## src/rtl/iss_pkg.sv

```systemverilog
package iss_pkg;

    typedef enum logic [2:0] {
        CLS_ALU    = 3'd0,
        CLS_LOAD   = 3'd1,
        CLS_STORE  = 3'd2,
        CLS_MUL    = 3'd3,
        CLS_DIV    = 3'd4,
        CLS_HILO   = 3'd5,
        CLS_BRANCH = 3'd6,
        CLS_MULTI  = 3'd7
    } iss_cls_e;

    localparam int ALU_CNT_W = 2;

    // Resources one instruction claims in the issue cycle
    typedef struct packed {
        logic [ALU_CNT_W-1:0] alu_n;
        logic                 cache;
        logic                 muldiv;
        logic                 whole;
    } res_use_t;

    typedef enum logic {
        GATE_OPEN  = 1'b0,
        GATE_SPLIT = 1'b1
    } gate_state_e;

endpackage

```

## src/rtl/iss_res_decode.sv

```systemverilog
module iss_res_decode
    import iss_pkg::*;
(
    input  logic [2:0] cls_i,
    output res_use_t   use_o
);

    always_comb begin
        use_o = '0;
        unique case (iss_cls_e'(cls_i))
            CLS_ALU, CLS_BRANCH:    use_o.alu_n  = ALU_CNT_W'(1);
            CLS_LOAD, CLS_STORE:    use_o.cache  = 1'b1;
            CLS_MUL, CLS_DIV,
            CLS_HILO:               use_o.muldiv = 1'b1;
            CLS_MULTI: begin
                use_o.alu_n  = '1;
                use_o.cache  = 1'b1;
                use_o.muldiv = 1'b1;
                use_o.whole  = 1'b1;
            end
        endcase
    end

endmodule

```

## src/rtl/iss_hazard_check.sv

```systemverilog
module iss_hazard_check #(
    parameter int REG_W = 5,
    parameter int N_SRC = 2
) (
    input  logic [REG_W-1:0]            dst_i,
    input  logic [N_SRC-1:0][REG_W-1:0] src_i,
    output logic                        raw_o
);

    logic [N_SRC-1:0] hit;
    logic             dst_live;

    assign dst_live = (dst_i != '0);

    for (genvar g = 0; g < N_SRC; g++) begin : g_src
        assign hit[g] = dst_live && (src_i[g] == dst_i);
    end

    assign raw_o = |hit;

endmodule

```

## src/rtl/dual_issue_pair_gate.sv

```systemverilog
module dual_issue_pair_gate
    import iss_pkg::*;
#(
    parameter int PAIR_BYTES = 8,
    parameter int REG_W      = 5,
    parameter int NUM_ALU    = 2,
    parameter int CLS_W      = 3
) (
    input  logic                          clk,
    input  logic                          rst_n,
    input  logic                          pair_valid,
    input  logic [$clog2(PAIR_BYTES)-1:0] pair_addr_lo,
    input  logic [CLS_W-1:0]              slot0_cls,
    input  logic [CLS_W-1:0]              slot1_cls,
    input  logic [REG_W-1:0]              slot0_dst,
    input  logic [REG_W-1:0]              slot1_src_a,
    input  logic [REG_W-1:0]              slot1_src_b,
    output logic                          issue_slot0,
    output logic                          issue_slot1,
    output logic                          hold_slot1
);

    localparam int                 ALIGN_W = $clog2(PAIR_BYTES);
    localparam int                 SUM_W   = ALU_CNT_W + 1;
    localparam logic [SUM_W-1:0]   ALU_LIM = SUM_W'(NUM_ALU);

    res_use_t    use0, use1;
    logic        raw_hit;
    logic        aligned;
    logic        res_clash;
    logic        split_now;
    logic [SUM_W-1:0] alu_sum;
    gate_state_e state_q, state_d;
    logic        in_split;

    // Per-slot resource decode
    iss_res_decode u_dec0 (.cls_i(slot0_cls), .use_o(use0));
    iss_res_decode u_dec1 (.cls_i(slot1_cls), .use_o(use1));

    iss_hazard_check #(.REG_W(REG_W), .N_SRC(2)) u_raw (
        .dst_i (slot0_dst),
        .src_i ({slot1_src_b, slot1_src_a}),
        .raw_o (raw_hit)
    );

    assign aligned   = (pair_addr_lo == ALIGN_W'(0));
    assign alu_sum   = {1'b0, use0.alu_n} + {1'b0, use1.alu_n};
    assign res_clash = use0.whole || use1.whole
                    || (use0.cache && use1.cache)
                    || (use0.muldiv && use1.muldiv)
                    || (alu_sum > ALU_LIM);
    assign split_now = pair_valid && aligned && (res_clash || raw_hit);
    assign in_split  = (state_q == GATE_SPLIT);

    // State register
    always_ff @(posedge clk) begin
        if (!rst_n) state_q <= GATE_OPEN;
        else        state_q <= state_d;
    end

    // Transitions: SPLIT_PAIR and REJOIN
    always_comb begin
        state_d = state_q;
        unique case (state_q)
            GATE_OPEN:  if (split_now) state_d = GATE_SPLIT;
            GATE_SPLIT: state_d = GATE_OPEN;
        endcase
    end

    // Outputs
    always_comb begin
        issue_slot0 = 1'b0;
        issue_slot1 = 1'b0;
        hold_slot1  = 1'b0;
        unique case (state_q)
            GATE_OPEN: begin
                if (pair_valid) begin
                    issue_slot0 = 1'b1;
                    if (aligned) begin
                        hold_slot1  = split_now;
                        issue_slot1 = !split_now;
                    end
                end
            end
            GATE_SPLIT: issue_slot1 = 1'b1;
        endcase
    end

endmodule

```

## config.mk

```make
export PLATFORM = sky130hd
export DESIGN_NAME = dual_issue_pair_gate
export DESIGN_NICKNAME = d
export VERILOG_FILES = /design/src/rtl/iss_pkg.sv /design/src/rtl/iss_res_decode.sv /design/src/rtl/iss_hazard_check.sv /design/src/rtl/dual_issue_pair_gate.sv
export SDC_FILE = /design/constraint.sdc
export NUM_CORES = 1
export LEC_CHECK = 0
export ABC_AREA = 1
export BUFFER_PORTS_ARGS = -buffer_cell sky130_fd_sc_hd__buf_2
export CAP_MARGIN = 25
export CELL_PAD_IN_SITES_DETAIL_PLACEMENT = 1
export CELL_PAD_IN_SITES_GLOBAL_PLACEMENT = 1
export CORE_ASPECT_RATIO = 0.9
export CORE_UTILIZATION = 23
export CTS_CLUSTER_DIAMETER = 30
export CTS_CLUSTER_SIZE = 14
export DETAILED_ROUTE_END_ITERATION = 7
export HOLD_SLACK_MARGIN = 0.15
export MAX_ROUTING_LAYER = met4
export PLACE_DENSITY_LB_ADDON = 0.1
export RECOVER_POWER = 25
export SYNTH_ARGS = -nofsm -noshare
export SYNTH_HDL_FRONTEND = slang
export SYNTH_SLANG_ARGS = --single-unit
```

## constraint.sdc

```tcl
create_clock -name clk -period 1.5 [get_ports clk]
set_input_delay 0.075 -clock clk [delete_from_list [all_inputs] [get_ports clk]]
set_output_delay 0.075 -clock clk [all_outputs]
set_load 0.1 [all_outputs]
```

-- Yosys cells after proc, flatten, opt, wreduce, memory -nomap -nowiden
Cells that the tools add are included.
- register bits: 1
- input bits: 27
- word-level logic and storage cells: 61
- $add $sub $neg: 1
- $lt $le $gt $ge: 1
- equality and inequality tests: 16
- multiplexer cells: 18
- bitwise logic cells: 1
- reduce and logical (&&, ||, !) cells: 23
- operator list (kind ; number):
    equality test 3 bit (second input constant) ; 8
    two-way mux 1 bit ; 14
    equality test 3 x 2 -> 1 bit (second input constant) ; 4
    equality test 5 bit ; 2
    logical NOT 3 bit ; 3
    one-hot mux 2 bit (2 select lines) ; 2
    OR reduction 4 bit ; 2
    equality test 3 x 1 -> 1 bit (second input constant) ; 2
    logical AND 1 bit ; 6
    OR reduction 2 bit ; 3
    OR reduction 3 bit ; 2
    logical OR 1 bit ; 5
    nonzero test 5 bit ; 1
    one-hot mux 1 bit (2 select lines) ; 2
    adder 2 x 2 -> 3 bit ; 1
    greater-than comparator 3 x 2 -> 1 bit (second input constant) ; 1
    logical NOT 1 bit ; 1
    inverter 1 bit ; 1

-- Logic depth before layout (Yosys ltp)
Gate-level depths: netlist of the first run.
- depth in word-level cells: 13
- mapped depth: 9
- gate-level depth less buffers: 9

-- Hierarchy
Synthesis of the first run repeated with hierarchy kept, for this count alone.
- cell total of the unflattened synthesis: 108
- area, all modules: 483.0 µm²
- modules (own cells, without submodules) (module ; times used ; cells each ; area each (µm²)):
    iss_hazard_check ; 1 ; 48 ; 196.4
    iss_res_decode ; 2 ; 18 ; 75.1
    dual_issue_pair_gate ; 1 ; 24 ; 136.4

-- Least setup slack after synthesis of the first run
No wires, ideal clock.
- path kind: flip-flop to output port
- from: reg state_q (netlist: in_split)
- to: out issue_slot0
- data arrival time: 1.639 ns
- setup slack: -0.214 ns
- stages on the path, launching flop included: 2
- path buffers: 0
- path through: dfxtp_1 nor2_1
- cells in the longest elaborated chain, start to end: 1
- ends and longest elaborated chain (what ; line ; text):
    start: declaration ; dual_issue_pair_gate.sv:33 ; gate_state_e state_q, state_d;
    start signal: assignment ; dual_issue_pair_gate.sv:58 ; else state_q <= state_d;
    two-way mux 1 bit ; dual_issue_pair_gate.sv:75 ; unique case (state_q)
    end: declaration ; dual_issue_pair_gate.sv:18 ; output logic issue_slot0,
No other way between the ends.

-- Worst setup path after layout of the first run
- from: in slot1_cls[1]
- to: out issue_slot1
- cells in the longest elaborated chain, start to end: 13
- elaborated cells between the ends (all ways): 29
- ends and longest elaborated chain (what ; line ; text):
    start: declaration ; dual_issue_pair_gate.sv:14 ; input logic [CLS_W-1:0] slot1_cls,
    parallel branches: the longest is 6 deep, another holds adder 2 x 2 -> 3 bit ; -- ;
    logical OR 1 bit * ; dual_issue_pair_gate.sv:51 ; || (alu_sum > ALU_LIM);
    logical OR 1 bit * ; dual_issue_pair_gate.sv:52 ; assign split_now = pair_valid && aligned && (res_clash || raw_hit);
    logical AND 1 bit * ; dual_issue_pair_gate.sv:52 ;
    logical NOT 1 bit * ; dual_issue_pair_gate.sv:81 ; issue_slot1 = !split_now;
    two-way mux 1 bit * ; dual_issue_pair_gate.sv:79 ; if (aligned) begin
    two-way mux 1 bit * ; dual_issue_pair_gate.sv:77 ; if (pair_valid) begin
    one-hot mux 1 bit (2 select lines) * ; dual_issue_pair_gate.sv:75 ;
    end: declaration ; dual_issue_pair_gate.sv:19 ; output logic issue_slot1,
Every way passes the cells marked *.

==> results of run 1 <==
[metal layers]
| metal | wire [um] | track usage (%) | vias up | share of wire, % |
|---|---|---|---|---|
| li1 | - | - | 285 | - |
| met1 | 480 | 15.2 | 213 | 47 |
| met2 | 478 | 19.9 | 17 | 47 |
| met3 | 58 | 0 | 0 | 5.7 |
| met4 | 0 | 0 | 0 | 0 |
| met5 | 0 | - | - | 0 |
[through the flow]
| stage | power, W | worst slack (ns) | hold WS, ns | utilization, % |
|---|---|---|---|---|
| final | 0.000178 | 0.383 | 0.308 | 39.2 |
| after global routing | 0.000196 | 0.266 | 0.320 | 39.2 |
| after CTS | 0.000181 | 0.366 | 0.315 | 39.2 |
| after detailed placement | 0.000180 | 0.373 | 0.314 | 39.2 |
| after global placement | 0.000176 | 0.381 | 0.308 | 39.2 |
| after floorplan | 0.000114 | 0.205 | 0.200 | - |
[path summary, 6_finish.rpt]
check                      to  slack [ns]  cells after the start
hold / removal       in_split        0.31                      3
setup / recovery  issue_slot1        0.38                      9
setup reg to reg     in_split        0.78                      3
hold reg to reg      in_split        0.64                      3
[cells in the final DEF (no fill, tap or decap)]
cell	n
xnor2_1	2
nand3_1	2
inv_1	14
inv_2	6
o21ai_0	2
nand4_1	3
buf_2	26
nor2_1	8
buf_12	2
xor2_1	1
o21ai_1	1
dfxtp_1	1
clkbuf_2	1
nand3_2	2
nor2_2	3
nand2_2	1
nor4_4	1
nor2_8	1
nand2_1	29
[critical path, stage by stage]
cell and delay (ns):
buf_2 0.11, nand2_1 0.09, o21ai_0 0.09, nand2_1 0.06
nand2_1 0.05, nor2_1 0.15, nand4_1 0.12, nand2_1 0.12
buf_12 0.18
[report_power, final]
part | switching [W] | total [W] | internal [W]
clock | 0 | 0 | 0
combinational | 0.0000887 | 0.000150 | 0.0000609
sequential | 0.000000655 | 0.0000281 | 0.0000275
total | 0.0000893 | 0.000178 | 0.0000884
[cell type report]
cell class / count / share of cell area, %
Sequential cell: 1 / 3.38
Timing Repair Buffer: 29 / 29.5
Multi-Input combinational cell: 56 / 49.8
Tap cell: 22 / 4.64
Inverter: 20 / 12.7
[cells by family after synthesis]
logic type / share of synthesized area, %
AND/OR/NAND/NOR: 64.8
buffers and inverters: 19.4
AO/OA/AOI/OAI: 3.87
XOR/XNOR: 6.78
flip-flops: 5.16
==> results_dict.tcl, run 1 <==
set metrics [dict create \
    netlist_top_cells_count "29 x nand2_1, 14 x inv_1, 9 x nor2_1" \
    ys_ff_latch 1 \
    start_util_pct 25.6 \
    routed_wl_um 1020 \
    power.leakage_nw 0.367 \
    seq_area_um2 20.0 \
    cts_setup_buffers 0 \
    syn_inst 77 \
    synth_nets 104 \
    initialDrtViolationCount 1 \
    synth_edf_count 0 \
    die_w_um 45.3 \
    final_area_um2 593 \
    min_period_over_period_pct 74.5 \
    avgSynthCellArea_um2 5.04 \
    synth_top_area_share_pct 28.1 \
    ys.warnings.count 0 \
    r2r-start "in_split" \
    clkTransAtPathRegs_ns 0 \
    cp.arrival_ns 1.04 \
    fillCellCount 229 \
    area_growth_pct 52.9 \
    hold_buffers 0 \
    core-area_um2 1510 \
    clock_skew_ns 0 \
    largest_reg_flops 1 \
    power_density_nw_per_um2 300 \
    final_cells 128 \
    start_kind "input port" \
    rows 13 \
    ctsResizeCount 0 \
    min-delay-path-class "in2reg" \
    grt_max_degree 5 \
    synth_area_leaders "nand2_1 28%, inv_1 14%, nor2_1 8.7%, inv_2 5.8%, nor4_4 5.5%" \
    clock_latency_ns 0 \
    maxSlewHeadroom_pct 64.0 \
    die_height_um 41.0 \
    drc 0 \
    maxSlewViolCount 0 \
    ys_async_sr_fraction_pct 0 \
    status "completed" \
    io_buffers 29 \
    post_drt_wl_per_cell_um 7.95 \
    nNetsFinal 135 \
    antenna_found_initial 0 \
    dp_cells 128 \
    netlist_area_um2 388 \
    crit_start "slot1_cls[1]" \
    dr.pass1.iters 2 \
    endpoint_kind "primary output" \
    place_area_um2 593 \
    grtUsageTotal_pct 11.1 \
    rsz0062_at_grt "no" \
    hold_viol 0 \
    drive_gt1_share_pct 40.6 \
    crit_fanout 3 \
    hold_path_startpoint "rst_n" \
    ir_worst_vdd_v 0.000202 \
    worstMarginPinSlew_ns 0.543 \
    path_class "in2out" \
    yosys_most_used_dff "dfxtp_1" \
    drv_cap 0 \
    overflow 0 \
    grt_pass1_vias 421 \
    critPathRequiredTime_ns 1.42 \
    setup_viol 0 \
    synth_top_area_cell "nand2_1" \
    fin_tns_setup_ns 0 \
    grt_pass1_wl_um 1520 \
    vias 515 \
    period_needed_ns 1.12 \
    synth_sequential_area_ratio_pct 5.16 \
    gp_congestion 0.765 \
    antenna_left 0 \
    hpwl_um 983 \
    vias_per_cell 4.02 \
    io_pins 30 \
    yosysMostFrequentCell "nand2_1" \
    multiInputGateArea_um2 295 \
    fmaxAchievable_mhz 895 \
    yosysUniqueCellTypes 16 \
    dieArea_um2 1850 \
    n_antenna_cell 0 \
]
Note: power is estimated with default switching activity, not from simulation.
==> run 2, diff against run 1 <==
Settings changed: ABC_AREA 1 to 0, CORE_UTILIZATION 23 to 17.
Clock period 1.5 ns to 0.9 ns, I/O delays scaled along.
==> run 2 against run 1 <==
Effect of this change:
- clock skew unchanged
- total power increased by 100%
- synthesized cell count decreased by 57%
- sequential power increased by 68%
- combinational power increased by 110%
- die area decreased by 6.3%
- the run now ends with design-rule violations, negative setup slack left
- critical path depth decreased by 3
==> results_dict.tcl, run 2 <==
set metrics [dict create \
    drive_gt1_share_pct 76.1 \
    largest_reg_flops 1 \
    synth_top_area_cell "xor2_1" \
    power.leakage_nw 0.282 \
    ys.warnings.count 0 \
    power_density_nw_per_um2 562 \
    final_common_cell "buf_2" \
    io_pins 30 \
    nNetsFinal 96 \
    endpoint_kind "primary output" \
    whs_path_depth 2 \
    min-delay-path-class "in2reg" \
    synth_top_area_share_pct 29.4 \
    crit_fanout 3 \
    drc 1 \
    yosysUniqueCellTypes 18 \
    met2_usage_pct 18.7 \
    grt_pass1_vias 319 \
    critPathRequiredTime_ns 0.85 \
    synth_xor_area_share_pct 39.3 \
    path_class "in2out" \
    n_antenna_cell 0 \
    clock_skew_ns 0 \
    hold_viol 0 \
    grt_max_degree 5 \
    rows 13 \
    die_w_um 43.8 \
    initialDrtViolationCount 4 \
    final_core_util_pct 43.4 \
    cp.arrival_ns 1.24 \
    r2r_cells 1 \
    ir_worst_vdd_v 0.000316 \
    io_buffers 29 \
    hold_end "in_split" \
    dr.pass1.iters 5 \
    min_period_over_period_pct 143 \
    fmaxAchievable_mhz 776 \
    maxSlewHeadroom_pct 80.1 \
    hold_path_startpoint "rst_n" \
    post_drt_wl_per_cell_um 12.1 \
    synth_area_leaders "xor2_1 29%, xnor2_1 9.8%, dfxtp_1 7.5%, mux2i_1 7.5%, nor3_1 5.6%" \
    r2r-start "in_split" \
    synth_compound_area_share_pct 15.4 \
    antenna_found_initial 0 \
    clkTransAtPathRegs_ns 0 \
    grtUsageTotal_pct 11.5 \
    start_kind "input port" \
    yosys.area_share.adder_pct 0 \
    final_area_um2 636 \
    finalWorstSetupSlack_ns -0.389 \
    overflow 0 \
    vias_per_cell 4.45 \
    core-area_um2 1460 \
    p_total_w 0.000357 \
    mostFrequentLayoutCells "23 x buf_2, 6 x xor2_1, 4 x buf_4, 3 x xor2_2" \
    netlist_area_um2 268 \
    yosys_most_used_dff "dfxtp_1" \
    grt_use_met3_pct 0 \
    syn_inst 33 \
    violations "design-rule violations, negative setup slack" \
    busiest_layer "met2" \
    vias 365 \
    period_needed_ns 1.29 \
    antenna_left 0 \
    synth_top_family_by_area "XOR/XNOR gates" \
    grt_pass1_wl_um 1450 \
    synth_edf_count 0 \
    ys_async_sr_fraction_pct 0 \
    hpwl_um 829 \
    r2r-end "in_split" \
    rsz0062_at_grt "yes" \
    die_height_um 39.7 \
    synth_nets 60 \
    avgSynthCellArea_um2 8.11 \
    place_area_um2 542 \
    status "finished with violations" \
    setup_viol 3 \
    reg2reg_slack_ns 0.20 \
    area_growth_pct 137 \
    gp_congestion 0.641 \
    yosysMostFrequentCell "xor2_1" \
    met1_usage_pct 16.9 \
    netlist_top_cells_count "9 x xor2_1, 3 x nor3_1, 3 x xnor2_1" \
    synth_sequential_area_ratio_pct 7.48 \
    routed_wl_um 993 \
    dieArea_um2 1740 \
    clock_latency_ns 0 \
    maxSlewViolCount 0 \
    synthSimpleGateAreaFrac_pct 30.4 \
    start_util_pct 18.3 \
    synthMuxAreaShare_pct 7.48 \
    ys_ff_latch 1 \
    worstMarginPinSlew_ns 0.300 \
    drv_cap 0 \
]
[run 2: kinds of logic (layout without fill, tap and decap cells)]
kind of cell	count (synthesis)	after routing
AO/OA/AOI/OAI	6	6
buffers and inverters	0	34
XOR/XNOR	12	12
multiplexers	2	2
flip-flops	1	1
AND/OR/NAND/NOR	12	12
[run 2: worst max path at each step]
stage,start,end,slack (ns),cells after the start
6_report,slot0_dst[2],hold_slot1,-0.39,6
5_1_grt,slot1_src_b[4],hold_slot1,-0.44,7
3_5_place_dp,slot0_dst[1],issue_slot1,-0.47,6
3_3_place_gp,slot0_dst[1],hold_slot1,-0.47,7
2_1_floorplan,slot0_dst[2],hold_slot1,-0.62,5
4_1_cts,slot0_dst[2],hold_slot1,-0.38,6
[run 2: where the power goes]
part,internal (W),leakage [nW],total (W),switching (W)
sequential,0.0000459,0.00858,0.0000472,0.00000127
clock,0,0,0,0
combinational,0.000154,0.274,0.000310,0.000156
total,0.000200,0.282,0.000357,0.000157
[run 2: worst max-delay path: stages]
cell    delay [ns]
buf_8         0.10
or4_4         0.54
nor2_4        0.12
o21a_1        0.21
nor3_4        0.06
buf_12        0.16
[run 2: per-stage QoR]
| stage | cells | hold WS (ns) | setup TNS (ns) | setup WS, ns |
|---|---|---|---|---|
| finish | 82 | 0.328 | -1.06 | -0.389 |
| global route | 82 | 0.337 | -1.27 | -0.443 |
| CTS | 82 | 0.333 | -1.05 | -0.382 |
| detailed placement | 81 | 0.333 | -1.27 | -0.469 |
| global placement | 81 | 0.332 | -1.27 | -0.472 |
| floorplan | 33 | 0.225 | -1.25 | -0.619 |
[run 2: per-layer routing]
layer | vias up | routed length, um
met5 | - | 0
met3 | 0 | 31
met2 | 8 | 513
met4 | 0 | 0
li1 | 189 | -
met1 | 168 | 448
[run 2: repair_timing]
action	in CTS	in global routing
pin swaps	13	5
resized for setup	14	7
hold buffers	0	0
setup endpoints to repair	3	3
buffers inserted	1	0
[run 2: layout make-up]
cell class / instances / area [um^2]
Tap cell: 15 / 18.8
Fill cell: 180 / 828
Sequential cell: 1 / 21.3
Timing Repair Buffer: 34 / 245
Multi-Input combinational cell: 32 / 350
